[config.mk]
export PLATFORM = sky130hd
export DESIGN_NAME = preset_negate_alu
export DESIGN_NICKNAME = d
export VERILOG_FILES = /design/src/rtl/preset_negate_alu.sv
export SDC_FILE = /design/constraint.sdc
export NUM_CORES = 1
export LEC_CHECK = 0
export BUFFER_PORTS_ARGS = -buffer_cell sky130_fd_sc_hd__buf_4
export CAP_MARGIN = 20
export CORE_MARGIN = 5
export CORE_UTILIZATION = 46
export DETAILED_ROUTE_END_ITERATION = 12
export PLACE_DENSITY_LB_ADDON = 0.3
export SLEW_MARGIN = 20
export SYNTH_ARGS = -nofsm -noshare
export SYNTH_HDL_FRONTEND = slang
export SYNTH_SLANG_ARGS = --single-unit
[constraint.sdc]
create_clock -name vclk -period 5.7
set_clock_uncertainty 0.1 [all_clocks]
set_input_delay 0.57 -clock vclk [all_inputs]
set_output_delay 0.57 -clock vclk [all_outputs]
set_load 0.005 [all_outputs]
[src/rtl/preset_negate_alu.sv]
module preset_negate_alu #(
  parameter int W = 16
) (
  input  logic [W-1:0] op_a,
  input  logic [W-1:0] op_b,
  input  logic         clr_a,
  input  logic         inv_a,
  input  logic         clr_b,
  input  logic         inv_b,
  input  logic         sel_add,
  input  logic         inv_out,
  output logic [W-1:0] result,
  output logic         is_zero,
  output logic         is_neg
);

  logic [W-1:0] a_z, a_c, b_z, b_c, comb;

  assign a_z = clr_a ? '0 : op_a;
  assign a_c = inv_a ? ~a_z : a_z;
  assign b_z = clr_b ? '0 : op_b;
  assign b_c = inv_b ? ~b_z : b_z;

  assign comb    = sel_add ? (a_c + b_c) : (a_c & b_c);
  assign result  = inv_out ? ~comb : comb;

  assign is_zero = ~|result;
  assign is_neg  = result[W-1];

endmodule


# Word-level counts from Yosys, hierarchy flattened
# Index checks and enable logic that the tools add are counted.
totals:
  reg_bits: 0
  elab_cells: 13
op_classes:
  n_addsub: 1
  muxes: 6
  bitwise: 4
  reduce_logical: 2
op_table:
  columns: ["op", "count"]
  rows:
  - ["2-to-1 mux 16 bit", 6]
  - ["inverter 16 bit", 3]
  - ["adder 16 bit", 1]
  - ["bitwise AND 16 bit", 1]
  - ["OR reduction 16 bit", 1]
  - ["logical NOT 1 bit", 1]

# Logic depth before layout (Yosys ltp)
logic_depth:
  depth_word: 9
  mapped_depth: 13

# Least setup slack after synthesis
# No wires, ideal clock.
synth_timing:
  path_kind: "in2out"
  startpoint: "in inv_b"
  endpoint: "out is_zero"
  arrival_ns: 3.748
  t_required_ns: 5.030
  path_slack_ns: 1.282
  stages: 12
  path_buffers: 2
  path_cell_list: "clkbuf_1 -> buf_1 -> xnor2_1 -> fa_1 -> a21o_1 -> a211oi_2 -> a311o_2 -> mux2i_1 -> a211oi_2 -> xnor2_1 -> or4_1 -> nor4_2"
synth_via:
  elab_chain_len: 7
  elab_cells_between_ends: 8
synth_lines:
  columns: ["element", "line_no", "source"]
  rows:
  - ["from (decl)", "9", "input logic inv_b,"]
  - ["2-to-1 mux 16 bit *", "22", "assign b_c = inv_b ? ~b_z : b_z;"]
  - ["adder 16 bit or bitwise AND 16 bit (tied branches)", "24", "assign comb = sel_add ? (a_c + b_c) : (a_c & b_c);"]
  - ["2-to-1 mux 16 bit *", "24", null]
  - ["inverter 16 bit", "25", "assign result = inv_out ? ~comb : comb;"]
  - ["2-to-1 mux 16 bit *", "25", null]
  - ["net result[10]", "12", "output logic [W-1:0] result,"]
  - ["OR reduction 16 bit *", "27", "assign is_zero = ~|result;"]
  - ["logical NOT 1 bit *", "27", null]
  - ["to (decl)", "13", "output logic is_zero,"]
# The timed path passes the listed nets; every way through them passes the cells marked *.

# Worst setup path in the final report
layout_timing:
  startpoint: "in clr_a"
  endpoint: "out is_zero"
layout_via:
  elab_chain_len: 9
  elab_cells_between_ends: 10
layout_lines:
  columns: ["element", "line_no", "source"]
  rows:
  - ["from (decl)", "6", "input logic clr_a,"]
  - ["2-to-1 mux 16 bit *", "19", "assign a_z = clr_a ? '0 : op_a;"]
  - ["inverter 16 bit", "20", "assign a_c = inv_a ? ~a_z : a_z;"]
  - ["2-to-1 mux 16 bit *", "20", null]
  - ["adder 16 bit or bitwise AND 16 bit (tied branches)", "24", null]
  - ["2-to-1 mux 16 bit *", "24", null]
  - ["inverter 16 bit", "25", null]
  - ["2-to-1 mux 16 bit *", "25", null]
  - ["OR reduction 16 bit *", "27", null]
  - ["logical NOT 1 bit *", "27", null]
# Every way passes the cells marked *; elsewhere a longest branch is shown, timed or not.

==> out/metrics.yaml <==
status: "complete, no violations"
yosysTopAreaCell: "xnor2_1"
synth_top_cell_area_share_pct: 24.9
viasPerCell: 5.44
synth-compound-area-share_pct: 23.3
yosysMostFrequentCell: "xnor2_1"
design_area_um2: 2240
place_hpwl_um: 3640
irDropWorstVdd_uv: 63.6
finalCriticalPeriod_ns: 4.33
nFlopsAndLatches: 0
post_cts_buffers: 0
core_um2: 3940
area_growth_pct: 22.5
first_global_vias: 1507
placed_cell_area_um2: 2240
rsz0062_at_grt: "false"
synthCells: 246
synth-adder-area-share_pct: 12.0
wirelength_um: 4260
synth_area_leaders: "xnor2_1, nand2b_1, ha_1"
grt_overflow_total: 0
syn_area_per_cell_um2: 7.45
p_comb_share_pct: 100.0
io_pins: 56
slowest_delay_ns: 0.54
clock_buffers: 0
path_buf_inv: 2
num_antenna_cells: 0
clkPwrFrac_pct: 0
seqPwrFrac_pct: 0
max_freq_ghz: 0.231
place_congestion: 0.860
slew_headroom_pct: 73.3
num_rows: 23
cap_violations: 0
start_kind: "input port"
drc: 0
hold_buffers: 0
syn_area_um2: 1830
leakage_nw: 0.929
yosys-top-cells-count: "xnor2_1, nand2b_1, ha_1, nand2_1"
sw_frac_of_total_pct: 49.6
grt_max_degree: 24
numPortBuffers: 56
synthSimpleGateAreaFrac_pct: 28.4
dr.first_iter.drc_count: 85
tns_ns: 0
ys_warn_count: 0
final-seq-area_um2: 0
yosysUniqueCellTypes: 49
worstMarginPinSlew_ns: 0.399
grt_first_pass_wirelength_um: 7000
critPathMaxFanout: 16
routed-via-count: 1840
initial_core_util_pct: 46.5
fin_crit_sh_pct: 75.9
final_nets: 345
cts_resized: 0
grt_usage_pct: 15.3
p_switching_mw: 0.194
synth_fp_nets: 301
final-setup-viol-count: 0
drtPass1Iterations: 4
p_int_mw: 0.198
crit_chain: "buf_4 -> nand2b_1 -> xnor2_1 -> ha_1 -> fa_1 -> a21o_1 -> a211oi_2 -> a311o_2 -> mux2i_1 -> a211oi_2 -> xnor2_1 -> or4_1 -> nor4_2 -> buf_4"
antenna_found_initial: 0
power.density_nw_per_um2: 175
die_w_um: 73.1
cp-end-kind: "output port"
cp_top_family: "simple AND/OR/NAND/NOR gates"
required_ns: 5.03
synth_top_family_by_area: "simple AND/OR/NAND/NOR gates"
hold_viol: 0
worstSetupPathType: "in2out"
slew_viol_final: 0
die-area_um2: 5340
synthMuxAreaShare_pct: 5.74
wl_per_cell_um: 12.6
drive_gt1_share_pct: 23.6
cp.arrival_ns: 3.66
drtAntennaViolNets: 0
die_y_um: 73.1
synth_xor_area_share_pct: 24.9
ys_seq_area_share_pct: 0
hp-class: "in2out"
worst_path_max_delay_cell: "or4_1"
## logic make-up after synthesis
family / after synthesis
muxes: 10
xor gates and xnor gates: 52
AOI/OAI and AO/OA: 55
and+or+nand+nor: 89
adders and majority gates: 17
buffers and inverters: 23
## layout make-up
class | instances | area, µm²
tap | 50 | 62.6
multi-input combinational | 223 | 1730
timing repair buffer | 56 | 420
fill | 384 | 1700
inverter | 9 | 33.8
## power groups by stage
stage	registers, mW	logic, mW	clock network (mW)
2_1_floorplan	0	0.279	0
3_3_place_gp	0	0.387	0
3_5_place_dp	0	0.391	0
4_1_cts	0	0.393	0
5_1_grt	0	0.433	0
6_report	0	0.392	0
## layer usage
| metal | track usage, % | share of wire [%] | vias to the layer above |
|---|---|---|---|
| met2 | 23.6 | 44 | 59 |
| met1 | 24.4 | 48 | 824 |
| met4 | 0 | 0 | 0 |
| met5 | 0 | 0 | - |
| met3 | 0.964 | 8.0 | 0 |
| li1 | - | - | 957 |
## path summary, 6_finish.rpt
path | start | endpoint | slack (ns) | cells after the start
setup / recovery | clr_a | is_zero | 1.37 | 14
hold / removal | inv_out | result[13] | 1.50 | 3
## through the flow
step	setup WS (ns)	hold slack [ns]	util, %	power [mW]	std cells
3_3_place_gp	1.42	1.49	56.9	0.387	338
3_5_place_dp	1.36	1.50	56.9	0.391	338
2_1_floorplan	1.28	1.27	-	0.279	246
5_1_grt	1.12	1.52	56.9	0.433	338
6_report	1.37	1.50	56.9	0.392	338
4_1_cts	1.36	1.50	56.9	0.393	338
## layout by cell type, fill, tap and decap left out, types with 3 or more instances in the layout
cell	count
a211oi_1	4
o211ai_1	6
nand2_1	10
o21ai_0	7
nor2b_1	3
nor2_1	9
o2bb2ai_1	3
ha_1	16
and3_1	3
a21oi_1	9
a31oi_1	5
nand4_1	3
and2_1	5
xnor2_1	52
inv_1	8
nand2b_1	36
a21o_1	6
buf_4	56
nand3_1	6
mux2i_1	8
Power figures use the tool's default switching activity.
